**src/rtl/irq_remap_pkg.sv**
```systemverilog
package irq_remap_pkg;
  localparam int unsigned CMD_W    = 32;
  localparam int unsigned REG_W    = 64;
  localparam int unsigned PTR_BIT  = 24;
  localparam logic [CMD_W-1:0] ONE_SHOT_KEEP = 32'h96FF_FFFF;
  localparam int unsigned PAGE_SH  = 12;
  localparam int unsigned EXT_BIT  = 11;
  localparam int unsigned BASE_W   = REG_W - PAGE_SH;

  typedef enum logic [2:0] {
    SEL_NONE,
    SEL_CMD,
    SEL_STS,
    SEL_TAB_LO,
    SEL_TAB_HI,
    SEL_TAB_FULL
  } rd_sel_e;
endpackage

```
**src/rtl/irq_remap_bus_dec.sv**
```systemverilog
module irq_remap_bus_dec
  import irq_remap_pkg::*;
#(
  parameter int unsigned OFS_W   = 8,
  parameter int unsigned OFS_CMD = 0,
  parameter int unsigned OFS_STS = 4,
  parameter int unsigned OFS_TAB = 8
) (
  input  logic             req_valid,
  input  logic             req_write,
  input  logic             req_wide,
  input  logic [OFS_W-1:0] req_offset,
  output logic             wr_cmd,
  output logic             wr_tab_lo,
  output logic             wr_tab_hi,
  output logic             wr_tab_full,
  output rd_sel_e          rd_sel
);
  localparam logic [OFS_W-1:0] A_CMD = OFS_W'(OFS_CMD);
  localparam logic [OFS_W-1:0] A_STS = OFS_W'(OFS_STS);
  localparam logic [OFS_W-1:0] A_LO  = OFS_W'(OFS_TAB);
  localparam logic [OFS_W-1:0] A_HI  = OFS_W'(OFS_TAB + 4);

  logic ok32, ok64, hit_cmd, hit_sts, hit_lo, hit_hi;

  always_comb begin
    ok32    = req_valid && !req_wide && (req_offset[1:0] == 2'b00);
    ok64    = req_valid &&  req_wide && (req_offset[2:0] == 3'b000);
    hit_cmd = (req_offset == A_CMD);
    hit_sts = (req_offset == A_STS);
    hit_lo  = (req_offset == A_LO);
    hit_hi  = (req_offset == A_HI);

    wr_cmd      = req_write && ok32 && hit_cmd;
    wr_tab_lo   = req_write && ok32 && hit_lo;
    wr_tab_hi   = req_write && ok32 && hit_hi;
    wr_tab_full = req_write && ok64 && hit_lo;

    rd_sel = SEL_NONE;
    if (!req_write) begin
      if (ok32 && hit_cmd)     rd_sel = SEL_CMD;
      else if (ok32 && hit_sts) rd_sel = SEL_STS;
      else if (ok32 && hit_lo)  rd_sel = SEL_TAB_LO;
      else if (ok32 && hit_hi)  rd_sel = SEL_TAB_HI;
      else if (ok64 && hit_lo)  rd_sel = SEL_TAB_FULL;
    end
  end
endmodule

```
**src/rtl/irq_remap_tab_reg.sv**
```systemverilog
module irq_remap_tab_reg
  import irq_remap_pkg::*;
(
  input  logic             clk,
  input  logic             rst_n,
  input  logic             wr_lo,
  input  logic             wr_hi,
  input  logic             wr_full,
  input  logic [REG_W-1:0] wdata,
  output logic [REG_W-1:0] tab_q
);
  localparam int unsigned HALF = REG_W / 2;

  logic [REG_W-1:0] tab_d;
  logic             tab_en;

  always_comb begin
    tab_en = wr_lo || wr_hi || wr_full;
    tab_d  = tab_q;
    if (wr_full)    tab_d = wdata;
    else if (wr_lo) tab_d[HALF-1:0]     = wdata[HALF-1:0];
    else if (wr_hi) tab_d[REG_W-1:HALF] = wdata[HALF-1:0];
  end

  always_ff @(posedge clk or negedge rst_n) begin
    if (!rst_n)      tab_q <= '0;
    else if (tab_en) tab_q <= tab_d;
  end
endmodule

```
**src/rtl/irq_remap_cmd_eval.sv**
```systemverilog
module irq_remap_cmd_eval
  import irq_remap_pkg::*;
(
  input  logic             wr_cmd,
  input  logic [CMD_W-1:0] sts,
  input  logic [CMD_W-1:0] cmd,
  output logic             multi,
  output logic             do_ptr
);
  logic [CMD_W-1:0] delta;

  always_comb begin
    delta  = (sts & ONE_SHOT_KEEP) ^ cmd;
    multi  = wr_cmd && ((delta & (delta - CMD_W'(1))) != '0);
    do_ptr = wr_cmd && delta[PTR_BIT] && cmd[PTR_BIT];
  end
endmodule

```
**src/rtl/irq_remap_tab_latch.sv**
```systemverilog
module irq_remap_tab_latch
  import irq_remap_pkg::*;
#(
  parameter int unsigned SIZE_W = 4,
  localparam int unsigned CNT_W = (1 << SIZE_W) + 1
) (
  input  logic              clk,
  input  logic              rst_n,
  input  logic              do_ptr,
  input  logic [BASE_W-1:0] src_base,
  input  logic [SIZE_W-1:0] src_size,
  input  logic              src_ext,
  output logic              lat_valid,
  output logic [BASE_W-1:0] lat_base,
  output logic [CNT_W-1:0]  lat_entries,
  output logic              lat_ext
);
  localparam int unsigned SH_W = SIZE_W + 1;

  logic [SH_W-1:0]  shamt;
  logic [CNT_W-1:0] entries_d;

  always_comb begin
    shamt     = SH_W'(src_size) + SH_W'(1);
    entries_d = CNT_W'(1) << shamt;
  end

  always_ff @(posedge clk or negedge rst_n) begin
    if (!rst_n) begin
      lat_valid   <= 1'b0;
      lat_base    <= '0;
      lat_entries <= '0;
      lat_ext     <= 1'b0;
    end else if (do_ptr) begin
      lat_valid   <= 1'b1;
      lat_base    <= src_base;
      lat_entries <= entries_d;
      lat_ext     <= src_ext;
    end
  end
endmodule

```
**src/rtl/irq_remap_regs.sv**
```systemverilog
module irq_remap_regs
  import irq_remap_pkg::*;
#(
  parameter int unsigned OFS_W   = 8,
  parameter int unsigned OFS_CMD = 0,
  parameter int unsigned OFS_STS = 4,
  parameter int unsigned OFS_TAB = 8,
  parameter int unsigned SIZE_W  = 4,
  localparam int unsigned CNT_W  = (1 << SIZE_W) + 1
) (
  input  logic              clk,
  input  logic              rst_n,
  input  logic              req_valid,
  input  logic              req_write,
  input  logic              req_wide,
  input  logic [OFS_W-1:0]  req_offset,
  input  logic [63:0]       req_wdata,
  output logic [63:0]       rd_data,
  output logic              tab_valid,
  output logic [51:0]       tab_base,
  output logic [CNT_W-1:0]  tab_entries,
  output logic              tab_ext,
  output logic              multi_update
);
  localparam int unsigned HALF = REG_W / 2;

  logic             wr_cmd, wr_tab_lo, wr_tab_hi, wr_tab_full;
  rd_sel_e          rd_sel;
  logic [REG_W-1:0] tab_q;
  logic [CMD_W-1:0] sts_q, sts_d;
  logic             multi, do_ptr, multi_q;

  irq_remap_bus_dec #(
    .OFS_W(OFS_W), .OFS_CMD(OFS_CMD), .OFS_STS(OFS_STS), .OFS_TAB(OFS_TAB)
  ) u_dec (
    .req_valid(req_valid), .req_write(req_write), .req_wide(req_wide),
    .req_offset(req_offset), .wr_cmd(wr_cmd), .wr_tab_lo(wr_tab_lo),
    .wr_tab_hi(wr_tab_hi), .wr_tab_full(wr_tab_full), .rd_sel(rd_sel)
  );

  irq_remap_tab_reg u_tab (
    .clk(clk), .rst_n(rst_n), .wr_lo(wr_tab_lo), .wr_hi(wr_tab_hi),
    .wr_full(wr_tab_full), .wdata(req_wdata), .tab_q(tab_q)
  );

  irq_remap_cmd_eval u_eval (
    .wr_cmd(wr_cmd), .sts(sts_q), .cmd(req_wdata[CMD_W-1:0]),
    .multi(multi), .do_ptr(do_ptr)
  );

  irq_remap_tab_latch #(.SIZE_W(SIZE_W)) u_latch (
    .clk(clk), .rst_n(rst_n), .do_ptr(do_ptr),
    .src_base(tab_q[REG_W-1:PAGE_SH]), .src_size(tab_q[SIZE_W-1:0]),
    .src_ext(tab_q[EXT_BIT]), .lat_valid(tab_valid), .lat_base(tab_base),
    .lat_entries(tab_entries), .lat_ext(tab_ext)
  );

  // Status: sticky set of the pointer-complete bit
  always_comb begin
    sts_d = sts_q;
    sts_d[PTR_BIT] = sts_q[PTR_BIT] | do_ptr;
  end

  always_ff @(posedge clk or negedge rst_n) begin
    if (!rst_n) begin
      sts_q   <= '0;
      multi_q <= 1'b0;
    end else begin
      if (do_ptr) sts_q <= sts_d;
      multi_q <= multi;
    end
  end

  assign multi_update = multi_q;

  always_comb begin
    rd_data = '0;
    unique case (rd_sel)
      SEL_STS:      rd_data = {{(64-CMD_W){1'b0}}, sts_q};
      SEL_TAB_LO:   rd_data = {{HALF{1'b0}}, tab_q[HALF-1:0]};
      SEL_TAB_HI:   rd_data = {{HALF{1'b0}}, tab_q[REG_W-1:HALF]};
      SEL_TAB_FULL: rd_data = tab_q;
      default:      rd_data = '0;
    endcase
  end
endmodule

```
**config.mk**
```make
export PLATFORM = sky130hd
export DESIGN_NAME = irq_remap_regs
export DESIGN_NICKNAME = d
export VERILOG_FILES = /design/src/rtl/irq_remap_pkg.sv /design/src/rtl/irq_remap_bus_dec.sv /design/src/rtl/irq_remap_tab_reg.sv /design/src/rtl/irq_remap_cmd_eval.sv /design/src/rtl/irq_remap_tab_latch.sv /design/src/rtl/irq_remap_regs.sv
export SDC_FILE = /design/constraint.sdc
export NUM_CORES = 1
export LEC_CHECK = 0
export BUFFER_PORTS_ARGS = -buffer_cell sky130_fd_sc_hd__buf_2
export CORE_MARGIN = 5
export CORE_UTILIZATION = 41
export CTS_CLUSTER_SIZE = 25
export DETAILED_ROUTE_END_ITERATION = 8
export GPL_ROUTABILITY_DRIVEN = 0
export PLACE_DENSITY = 0.67
export SKIP_CTS_REPAIR_TIMING = 1
export SYNTH_ARGS = -nofsm -noshare
export SYNTH_HDL_FRONTEND = slang
export SYNTH_HIERARCHICAL = 1
export SYNTH_SLANG_ARGS = --single-unit
```
**constraint.sdc**
```tcl
create_clock -name clk -period 2.9 [get_ports clk]
set_input_delay 0.58 -clock clk [delete_from_list [all_inputs] [get_ports clk]]
set_output_delay 0.58 -clock clk [all_outputs]
set_load 0.02 [all_outputs]
```
**Word level (Yosys, flattened, before mapping)**

Cells that the tools add are included.

- Flip-flop bits (word level): 137
- Bits of input ports: 77
- Word-level logic and storage cells: 61

- Add/sub/neg operators: 2
- Eq/ne operators: 8
- Shift-type cells: 1
- Muxes and demuxes: 11
- Bitwise operators: 2
- Reductions and logical operators: 29

Operator list:

| kind | count |
|---|---|
| one-hot mux 64 bit (4 select lines) | 1 |
| 2-to-1 mux 32 bit | 3 |
| 2-to-1 mux 64 bit | 1 |
| bitwise AND 32 bit | 1 |
| nonzero test 32 bit | 1 |
| subtractor 32 x 1 -> 32 bit, second input constant | 1 |
| logical AND 1 bit | 18 |
| 2-to-1 mux 3 bit | 6 |
| left shift 1 x 5 -> 17 bit, first input constant | 1 |
| == test 8 x 4 -> 1 bit, second input constant | 2 |
| == test 8 x 3 -> 1 bit, second input constant | 1 |
| logical NOT 8 bit | 1 |
| == test 3 x 2 -> 1 bit, second input constant | 2 |
| == test 3 bit, second input constant | 2 |
| adder 4 x 1 -> 5 bit, second input constant | 1 |
| nonzero test 2 bit | 2 |
| logical NOT 3 bit | 1 |
| AND reduction 3 bit | 1 |
| logical NOT 2 bit | 1 |
| logical OR 1 bit | 2 |
| != test 2 bit, second input constant | 1 |
| AND reduction 2 bit | 1 |
| logical NOT 1 bit | 1 |
| OR 1 bit | 1 |

**Longest topological paths before layout**

Gate-level depths: netlist (run 1).

- Word-level depth: 11
- Depth in mapped cells: 8
- Depth with buffers taken out: 7

**By module**

Netlist (run 1), hierarchy kept.

Modules (own cells, without submodules):

| module | instances | cells each | area an instance (µm²) | seq. area each (µm²) |
|---|---|---|---|---|
| irq_remap_tab_reg | 1 | 248 | 3114.2 | 1601.5 |
| irq_remap_tab_latch | 1 | 175 | 2837.7 | 1776.7 |
| irq_remap_regs | 1 | 120 | 1038.5 | 50.0 |
| irq_remap_cmd_eval | 1 | 93 | 675.6 | 0.0 |
| irq_remap_bus_dec | 1 | 21 | 175.2 | 0.0 |

**Worst setup path after synthesis (run 1)**

Ideal clock, no wire load.

- Path type: input port to output port
- Start point: in req_offset[1]
- End point: out rd_data[51]
- Arrival time: 2.411 ns
- Setup slack: -0.091 ns
- Cell stages on the path: 6
- Path buffers: 3
- Path through: or4b_4 buf_6 nor4b_2 buf_6 buf_6 nor3b_1

- Word-level cells in the longest chain between the ends: 11

RTL lines:

| what | line | text |
|---|---|---|
| start: declaration | irq_remap_regs.sv:16 | `input logic [OFS_W-1:0] req_offset,` |
| parallel branches: the longest is 7 deep, another holds == test 8 x 4 -> 1 bit | - |  |
| 2-to-1 mux 3 bit * | irq_remap_bus_dec.sv:41 | `if (ok32 && hit_cmd) rd_sel = SEL_CMD;` |
| 2-to-1 mux 3 bit * | irq_remap_bus_dec.sv:40 | `if (!req_write) begin` |
| via rd_sel[0] | irq_remap_regs.sv:28 | `rd_sel_e rd_sel;` |
| == test 3 bit or == test 3 x 2 -> 1 bit (tied branches) | irq_remap_regs.sv:78 | `unique case (rd_sel)` |
| one-hot mux 64 bit (4 select lines) * | irq_remap_regs.sv:78 |  |
| end: declaration | irq_remap_regs.sv:18 | `output logic [63:0] rd_data,` |

Mark *: on every way through the listed nets, which the timed path passes.

**Final worst setup path (run 1)**

- Start point: in req_offset[6]
- End point: out rd_data[28]

- Word-level cells in the longest chain between the ends: 10

RTL lines:

| what | line | text |
|---|---|---|
| == test 8 x 4 -> 1 bit | irq_remap_bus_dec.sv:31 | `hit_lo = (req_offset == A_LO);` |
| logical AND 1 bit | irq_remap_bus_dec.sv:45 | `else if (ok64 && hit_lo) rd_sel = SEL_TAB_FULL;` |
| 2-to-1 mux 3 bit | irq_remap_bus_dec.sv:45 |  |
| 2-to-1 mux 3 bit | irq_remap_bus_dec.sv:44 | `else if (ok32 && hit_hi) rd_sel = SEL_TAB_HI;` |
| 2-to-1 mux 3 bit | irq_remap_bus_dec.sv:43 | `else if (ok32 && hit_lo) rd_sel = SEL_TAB_LO;` |
| 2-to-1 mux 3 bit | irq_remap_bus_dec.sv:42 | `else if (ok32 && hit_sts) rd_sel = SEL_STS;` |
| 2-to-1 mux 3 bit * | irq_remap_bus_dec.sv:41 |  |
| 2-to-1 mux 3 bit * | irq_remap_bus_dec.sv:40 |  |
| via rd_sel[0] | irq_remap_regs.sv:28 |  |
| == test 3 bit or == test 3 x 2 -> 1 bit (tied branches) | irq_remap_regs.sv:78 |  |
| one-hot mux 64 bit (4 select lines) * | irq_remap_regs.sv:78 |  |

The timed path passes the listed nets; every way through them passes the cells marked *.

==> impl_metrics.json, run 1 <==
{
  "outcome": "finished with violations",
  "violations": "negative setup slack",
  "cts_tree": "yes",
  "synth_top_area_share_pct": 43.72,
  "drv_slew": 0,
  "slew_headroom_pct": 36.48,
  "powerDensity_nw_per_um2": 409.0,
  "synthArstFlopShare_pct": 100.0,
  "synth_cell_types": 63,
  "top_usage_layer": "met2",
  "clock_skew_ns": 0.006222,
  "dpl_worst_slack_ns": -0.2565,
  "cp-end-kind": "output port",
  "r2r_end": "u_latch/lat_entries[14]$_DFFE_PN0P_",
  "min_period_ns": 3.067,
  "num_rows": 50,
  "io_pins": 213,
  "p_leak_nw": 5.306,
  "avgSynthCellArea_um2": 11.93,
  "yosysTopAreaCell": "dfrtp_1",
  "drc": 0,
  "grt_pass1_wl_um": 33770,
  "grtUsageMet1_pct": 27.42,
  "finalNetCount": 985,
  "r2r_start": "u_tab/tab_q[0]$_DFFE_PN0P_",
  "cts.path.max_buffers": 2,
  "crit_required_ns": 2.32,
  "initial_utilization_pct": 41.78,
  "antenna_left": 0,
  "cp_common_cell": "buf_6",
  "num_antenna_cells": 0,
  "overflow": 0,
  "synth-seq-cells": 137,
  "syn_inst": 657,
  "synth-edff-count": 0,
  "grt_usage_pct": 19.54,
  "seq_area_frac_synth_pct": 43.72,
  "met3_usage_pct": 4.388,
  "p_total_mw": 4.418,
  "startpoint_type": "primary input",
  "via_count": 6149,
  "fp.dieArea_um2": 21990,
  "synthesis.area_um2": 7841,
  "die_h_um": 148.3,
  "hold_viol": 0,
  "die_width_um": 148.3,
  "path_cells": "buf_6, or4b_4, nor4b_4, buf_4, buf_6, mux2i_1, o2bb2ai_2, buf_6",
  "drtIter0Drc": 276,
  "rsz0062_at_grt": "yes",
  "cp.arrival_ns": 2.49,
  "synth-main-ff-cell": "dfrtp_1",
  "fin_ws_ns": -0.1673,
  "cp_max_fo": 16,
  "period_share_pct": 105.8,
  "hold_path.class": "in2async",
  "setup_viol": 63,
  "cts_made_buffers": 17,
  "vias_per_cell": 5.324,
  "antenna_found_initial": 0,
  "cts.sinks": 137,
  "hold_ws_ns": 0.08520,
  "ys_top_cells_by_count": "137 x dfrtp_1, 52 x mux2_4, 42 x nand2_1",
  "crit_slowest_cell": "or4b_4",
  "grt_pass1_vias": 6012,
  "tightest_slew_ns": 0.9508,
  "vdd_drop_max_v": 0.0003901,
  "syn_to_final_growth_pct": 37.77,
  "core_area_um2": 18770,
  "crit_path_max_incr_delay_ns": 0.61,
  "grt_start_max_net_pins": 64,
  "clk_latency_ns": 0.42,
  "r2r_setup_slack_ns": 1.70,
  "first_pass_iters": 4,
  "wl_per_cell_um": 19.54,
  "drv_cap": 0,
  "finalNonFillerCells": 1155,
  "place_area_um2": 9504,
  "yosys-top-cells-area": "dfrtp_1 44%, mux2_4 10%, mux2_2 4.7%",
  "cts-htree-levels": 4,
  "drive_gt1_share_pct": 50.38,
  "place_inst": 1117,
  "globalRouteMet2Util_pct": 30.65,
  "routed_wl_um": 22570,
  "synth_warnings": 6,
  "final_area_um2": 10800,
  "crit_type": "in2out",
  "fmaxAchievable_mhz": 326.0,
  "clk_pin_slew_ns": 0.06,
  "dp_hpwl_um": 15450,
  "yosysMostFrequentCell": "dfrtp_1",
  "r2r_cells": 2,
  "clockRootBuffer": "clkbuf_16",
  "port_buffers": 212
}
==> layout by cell type, fill, tap and decap left out, types with 9 or more instances in the layout <==
| cell type | Yosys | final |
|---|---|---|
| buf_2 | 10 | 147 |
| dfrtp_1 | 137 | 137 |
| buf_6 | 19 | 60 |
| mux2_4 | 52 | 52 |
| nand2_1 | 42 | 41 |
| inv_1 | 34 | 34 |
| mux2_2 | 33 | 33 |
| nand4bb_1 | 32 | 32 |
| mux2i_1 | 33 | 31 |
| and2_4 | 1 | 30 |
| buf_4 | 4 | 29 |
| conb_1 | 1 | 29 |
| o311ai_1 | 28 | 28 |
| o2bb2ai_2 | 0 | 25 |
| nor2b_1 | 21 | 21 |
| xor2_1 | 21 | 21 |
| clkbuf_16 | 0 | 20 |
| buf_12 | 0 | 12 |
| xnor2_1 | 10 | 10 |
| nor2_1 | 10 | 10 |
| a31o_2 | 9 | 9 |
==> layout make-up <==
| type | count | area (µm²) |
|---|---|---|
| Fill cell | 1606 | 7965 |
| Multi-Input combinational cell | 467 | 4458 |
| Sequential cell | 137 | 3428 |
| Timing Repair Buffer | 251 | 1944 |
| Clock buffer | 19 | 442.9 |
| Tap cell | 234 | 292.8 |
| Inverter | 34 | 127.6 |
| Clock inverter | 13 | 108.9 |
==> sequential cells by signal, indices dropped and copies added, names as in the netlist <==
signal and flops:
u_latch/lat_valid 1, multi_update 1, u_latch/lat_base 52, u_latch/lat_entries 17
u_latch/lat_ext 1, u_tab/tab_q 64, sts_q 1
==> cell families after synthesis <==
logic type      count (synthesis)  share of synthesized area (%)
simple gates                  181                          15.78
flops                         137                          43.72
mux                           118                          18.91
compound gates                106                          11.49
buf+inv                        81                          6.095
xor+xnor                       32                          3.814
fa+ha+maj                       1                         0.1436
other cells                     1                        0.04782
==> worst max-delay path by stage <==
stage,start,endpoint,depth (start not counted)
after floorplan,req_offset[1],rd_data[51],6
after global placement,req_offset[1],rd_data[25],7
after detailed placement,req_offset[1],rd_data[22],7
after CTS,req_offset[1],rd_data[22],7
after global routing,req_offset[6],rd_data[27],8
final,req_offset[6],rd_data[28],8
==> power breakdown <==
part           switching, mW  total, mW  internal [mW]
clock                  0.900       2.04           1.14
combinational          0.216      0.371          0.155
sequential            0.0552       2.01           1.96
total                   1.17       4.42           3.25
==> per-layer routing <==
layer / wire [µm] / part of all wire, %
met1: 10480 / 46
met2: 10690 / 47
met3: 1127 / 5.0
met4: 273 / 1.2
met5: 0 / 0
==> stage by stage <==
| step | utilization (%) | TNS, ns |
|---|---|---|
| after floorplan | - | -1.246 |
| after global placement | 50.64 | -7.625 |
| after detailed placement | 50.64 | -9.471 |
| after CTS | 53.58 | -9.647 |
| after global routing | 57.56 | -9.324 |
| final | 57.56 | -5.724 |
==> worst max-delay path: cells and delay by family <==
family          cells  cell delay (ns)
simple gates        2             0.84
buf+inv             4             0.65
mux                 1             0.30
compound gates      1             0.11
Note: power is estimated with default switching activity, not from simulation.
==> run 2: changes to the inputs <==
--- a/config.mk
+++ b/config.mk
@@ -8,6 +8,7 @@
 export BUFFER_PORTS_ARGS = -buffer_cell sky130_fd_sc_hd__buf_2
 export CORE_MARGIN = 5
 export CORE_UTILIZATION = 41
+export CTS_BUF_LIST = sky130_fd_sc_hd__clkbuf_8 sky130_fd_sc_hd__clkbuf_16
 export CTS_CLUSTER_SIZE = 25
 export DETAILED_ROUTE_END_ITERATION = 8
 export GPL_ROUTABILITY_DRIVEN = 0
==> run 2 against run 1 <==
The flow still finishes with violations (negative setup slack). Worst hold slack worse by 0.0023 ns. Sequential power about the same. Clock skew barely moved. Critical endpoint unchanged. Highest routed layer unchanged.
==> impl_metrics.json, run 2 (synthesis gave the netlist of run 1 again) <==
{
  "drv_cap": 0,
  "overflow": 0,
  "path_cells": "buf_6, or4b_4, nor4b_4, buf_4, buf_6, mux2i_1, o2bb2ai_2, buf_6",
  "num_antenna_cells": 0,
  "die_h_um": 148.3,
  "p_total_mw": 4.417,
  "drc": 0,
  "die_width_um": 148.3,
  "p_leak_nw": 5.310,
  "powerDensity_nw_per_um2": 408.9,
  "p_sw_mw": 1.174,
  "grt_pass1_wl_um": 33770,
  "clockRootBuffer": "clkbuf_16",
  "cts.path.max_buffers": 2,
  "layout_commonest_cell": "buf_2",
  "port_buffers": 212,
  "cts-htree-levels": 4,
  "clk_latency_ns": 0.42,
  "place_area_um2": 9504,
  "io_pins": 213,
  "fill_cells": 1606,
  "final_area_um2": 10800,
  "drive_gt1_share_pct": 50.38,
  "hold_viol": 0,
  "fp.dieArea_um2": 21990,
  "rsz0062_at_grt": "yes",
  "finalNetCount": 985,
  "vias_per_cell": 5.326,
  "largest_reg_flops": 64,
  "setup_tns_ns": -5.727,
  "grt_start_max_net_pins": 64,
  "fmaxAchievable_mhz": 326.0,
  "cts.sinks": 137,
  "syn_to_final_growth_pct": 37.77,
  "vdd_drop_max_v": 0.0003919,
  "power_frac_comb_pct": 8.4,
  "period_share_pct": 105.8,
  "clk_pin_slew_ns": 0.06,
  "startpoint": "req_offset[6]",
  "crit_slowest_cell": "or4b_4",
  "register_area_um2": 3428,
  "cp_common_cell": "buf_6",
  "dpl_worst_slack_ns": -0.2565,
  "r2r_start": "u_tab/tab_q[0]$_DFFE_PN0P_",
  "core_area_um2": 18770,
  "most-common-layout-cells": "147 x buf_2, 137 x dfrtp_1, 60 x buf_6",
  "routed_wl_um": 22590,
  "cts_made_buffers": 17,
  "largestRegisters": "u_tab/tab_q (64), u_latch/lat_base (52), u_latch/lat_entries (17)",
  "crit_required_ns": 2.32,
  "cts_tree": "yes",
  "antenna_found_initial": 0,
  "crit_type": "in2out",
  "multi_input_area_um2": 4458,
  "startpoint_type": "primary input",
  "cp.arrival_ns": 2.49,
  "drv_slew": 0,
  "hold_path.class": "in2async",
  "setup_viol": 63,
  "min_period_ns": 3.067,
  "drtIter0Drc": 258,
  "p_seq_share_pct": 45.5,
  "grt_usage_pct": 19.54,
  "regMostFlops": "u_tab/tab_q",
  "violations": "negative setup slack",
  "wl_per_cell_um": 19.56,
  "slew_headroom_pct": 35.92,
  "outcome": "finished with violations",
  "cp-end-kind": "output port",
  "grt_pass1_vias": 6012,
  "via_count": 6152,
  "num_rows": 50,
  "internal_power_mw": 3.243,
  "clock_skew_ns": 0.006573,
  "initial_utilization_pct": 41.78,
  "dp_hpwl_um": 15450,
  "crit_path_max_incr_delay_ns": 0.61,
  "first_pass_iters": 5,
  "fin_ws_ns": -0.1674,
  "switching_share_pct": 26.58,
  "cp_max_fo": 16,
  "antenna_left": 0,
  "tightest_slew_ns": 0.9592,
  "p_clk_share_pct": 46.1
}
[run 2: changes by cell type in the layout (fill, tap and decap cells not counted), sizes merged]
cell | previous run | this run
clkbuf | 22 | 21
inv | 41 | 42
[run 2: final cells by class]
type,instances,area share [%]
multi-input cells,467,41.27
inverters,34,1.181
flip-flops and latches,137,31.73
well taps,234,2.710
repair buffers,251,18.00
clock inverters,14,1.042
clock buffers,18,4.065
[run 2: routing by layer]
metal | track usage [%] | vias up | part of all wire, %
met1 | 27.40 | 3052 | 46
met4 | 5.266 | 0 | 1.2
met2 | 30.67 | 185 | 47
li1 | - | 2899 | -
met3 | 4.388 | 16 | 5.1
met5 | 0 | - | 0
[run 2: final timing paths]
check | to | slack, ns | depth (start not counted)
max in group asynchronous | u_latch/lat_entries[15]$_DFFE_PN0P_ | 2.05 | 2
min | u_latch/lat_base[38]$_DFFE_PN0P_ | 0.08 | 1
min reg2reg | u_latch/lat_valid$_DFFE_PN0P_ | 0.46 | 1
max reg2reg | u_latch/lat_entries[14]$_DFFE_PN0P_ | 1.70 | 2
max | rd_data[28] | -0.17 | 8
min in group clk | u_tab/tab_q[62]$_DFFE_PN0P_ | 0.38 | 3
[run 2: through the flow]
step	hold slack (ns)	util (%)	cells
4_1_cts	0.09335	53.58	1149
3_5_place_dp	0.4501	50.64	1117
6_report	0.08287	57.56	1155
2_1_floorplan	0.2844	-	685
5_1_grt	0.1064	57.56	1155
3_3_place_gp	0.4506	50.64	1117
[run 2: critical path: cells and delay by family]
| family | cells | cell delay, ns |
|---|---|---|
| buffers and inverters | 4 | 0.65 |
| AOI/OAI and AO/OA | 1 | 0.11 |
| muxes | 1 | 0.30 |
| and+or+nand+nor | 2 | 0.84 |
[run 2: power groups by stage]
stage	clock, mW	sequential [mW]	combinational, mW
after floorplan	0	2.03	0.184
after global placement	0	2.04	0.358
after detailed placement	0	2.04	0.363
after CTS	2.08	2.00	0.364
after global routing	2.17	2.02	0.417
final	2.04	2.01	0.371
==> run 3: changes to the inputs <==
--- a/config.mk
+++ b/config.mk
@@ -8,10 +8,12 @@
 export BUFFER_PORTS_ARGS = -buffer_cell sky130_fd_sc_hd__buf_2
 export CORE_MARGIN = 5
 export CORE_UTILIZATION = 41
-export CTS_BUF_LIST = sky130_fd_sc_hd__clkbuf_8 sky130_fd_sc_hd__clkbuf_16
+export CTS_BUF_LIST = sky130_fd_sc_hd__clkbuf_16
+export CTS_CLUSTER_DIAMETER = 150
 export CTS_CLUSTER_SIZE = 25
 export DETAILED_ROUTE_END_ITERATION = 8
 export GPL_ROUTABILITY_DRIVEN = 0
+export GPL_TIMING_DRIVEN = 1
 export PLACE_DENSITY = 0.67
 export SKIP_CTS_REPAIR_TIMING = 1
 export SYNTH_ARGS = -nofsm -noshare
==> run 3 against run 2 <==
The run still ends with negative setup slack left. Power decreased by 0.60%. Critical path type unchanged. Largest power group is now sequential cells. Non-clock buffer count unchanged. Critical path depth stayed put. Sequential share of layout area barely moved. Largest cell class unchanged. Highest routed layer unchanged. Via count down 0.20%.
==> impl_metrics.json, run 3 (synthesis gave the netlist of run 1 again) <==
{
  "outcome": "finished with violations",
  "violations": "negative setup slack",
  "most-common-layout-cells": "147 x buf_2, 137 x dfrtp_1, 60 x buf_6",
  "largest_reg_flops": 64,
  "cts-htree-levels": 4,
  "min_period_ns": 3.069,
  "routed_wl_um": 22640,
  "path_cells": "buf_6, or4b_4, nor4b_4, buf_4, buf_6, mux2i_1, o2bb2ai_2, buf_6",
  "crit_buf_inv": 4,
  "wl_met3_um": 1081,
  "p_leak_nw": 5.305,
  "crit_required_ns": 2.32,
  "finalNetCount": 985,
  "cp-end-kind": "output port",
  "grt_start_max_net_pins": 64,
  "dp_hpwl_um": 15450,
  "cp.arrival_ns": 2.49,
  "layout_commonest_cell": "buf_2",
  "r2r_setup_slack_ns": 1.70,
  "clk_pin_slew_ns": 0.06,
  "dr_wl_met2_um": 10670,
  "fp.dieArea_um2": 21990,
  "path_delay_family": "simple AND/OR/NAND/NOR gates",
  "die_h_um": 148.3,
  "startpoint": "req_offset[6]",
  "setup_tns_ns": -5.784,
  "cts_tree": "yes",
  "die_width_um": 148.3,
  "crit_type": "in2out",
  "vias_per_cell": 5.316,
  "syn_to_final_growth_pct": 37.64,
  "crit_path_max_incr_delay_ns": 0.61,
  "slew_headroom_pct": 33.98,
  "rsz0062_at_grt": "yes",
  "cts.sinks": 137,
  "num_rows": 50,
  "cp_common_cell": "buf_6",
  "grt_pass1_vias": 6005,
  "overflow": 0,
  "drc": 0,
  "io_pins": 213,
  "hold_ws_ns": 0.08592,
  "vdd_drop_max_v": 0.0003900,
  "fmaxAchievable_mhz": 325.8,
  "antenna_left": 0,
  "drive_gt1_share_pct": 50.27,
  "startpoint_type": "primary input",
  "hold_path.class": "in2async",
  "initial_utilization_pct": 41.78,
  "fill_cells": 1604,
  "grt_pass1_wl_um": 33750,
  "wl_per_cell_um": 19.60,
  "core_area_um2": 18770,
  "r2r_cells": 2,
  "cts.path.max_buffers": 2,
  "drv_slew": 0,
  "r2r_end": "u_latch/lat_entries[14]$_DFFE_PN0P_",
  "clock_skew_ns": 0.006386,
  "regMostFlops": "u_tab/tab_q",
  "clockRootBuffer": "clkbuf_16",
  "crit_slowest_cell": "or4b_4",
  "setup_viol": 63,
  "powerDensity_nw_per_um2": 406.8,
  "grt_usage_pct": 19.52,
  "hold_viol": 0,
  "cp-endpoint": "rd_data[28]",
  "fin_ws_ns": -0.1692,
  "wl_met1_um": 10610,
  "final_util_pct": 57.51,
  "highest_layer": "met4",
  "largestRegisters": "u_tab/tab_q (64), u_latch/lat_base (52), u_latch/lat_entries (17)",
  "via_count": 6140,
  "drv_cap": 0,
  "num_antenna_cells": 0,
  "clk_latency_ns": 0.42,
  "drtIter0Drc": 300,
  "cts_made_buffers": 17,
  "tightest_slew_ns": 0.9882,
  "port_buffers": 212,
  "cp_num_cells": 8,
  "period_share_pct": 105.8,
  "r2r_start": "u_tab/tab_q[0]$_DFFE_PN0P_",
  "antenna_found_initial": 0,
  "first_pass_iters": 4,
  "cp_max_fo": 16
}
==> run 3: how the worst min path moves through the flow <==
stage	start	endpoint	slack (ns)	cells after the start
detailed placement	u_latch/lat_valid$_DFFE_PN0P_	u_latch/lat_valid$_DFFE_PN0P_	0.45	1
global placement	u_latch/lat_valid$_DFFE_PN0P_	u_latch/lat_valid$_DFFE_PN0P_	0.45	1
finish	rst_n	u_latch/lat_base[38]$_DFFE_PN0P_	0.09	1
floorplan	rst_n	multi_update$_DFF_PN0_	0.28	0
CTS	rst_n	u_latch/lat_base[38]$_DFFE_PN0P_	0.09	1
global route	rst_n	u_latch/lat_base[38]$_DFFE_PN0P_	0.11	1
==> run 3: per-stage QoR <==
stage | power [mW] | instance area [µm²] | worst slack (ns) | std cells
global placement | 2.397 | 9504 | -0.1946 | 1117
detailed placement | 2.402 | 9504 | -0.2565 | 1117
finish | 4.391 | 10790 | -0.1692 | 1155
global route | 4.575 | 10790 | -0.2362 | 1155
CTS | 4.425 | 10050 | -0.2583 | 1149
floorplan | 2.216 | 8059 | -0.09053 | 685
==> run 3: power breakdown <==
part	switching (mW)	total, mW	internal [mW]
Sequential	0.0552	2.01	1.96
Combinational	0.217	0.371	0.155
Clock	0.902	2.01	1.11
==> run 3: layer usage <==
metal / track usage (%) / vias up
met4: 5.127 / 0
met3: 4.388 / 15
met1: 27.42 / 3041
met2: 30.62 / 184
met5: 0 / -
li1: - / 2900
==> run 3: cell type report <==
cell class | count | area [µm²] | area share, %
multi-input cells | 467 | 4458 | 41.31
flip-flops and latches | 137 | 3428 | 31.76
repair buffers | 251 | 1944 | 18.02
clock buffers | 17 | 425.4 | 3.942
well taps | 234 | 292.8 | 2.713
inverters | 34 | 127.6 | 1.182
clock inverters | 15 | 116.4 | 1.078
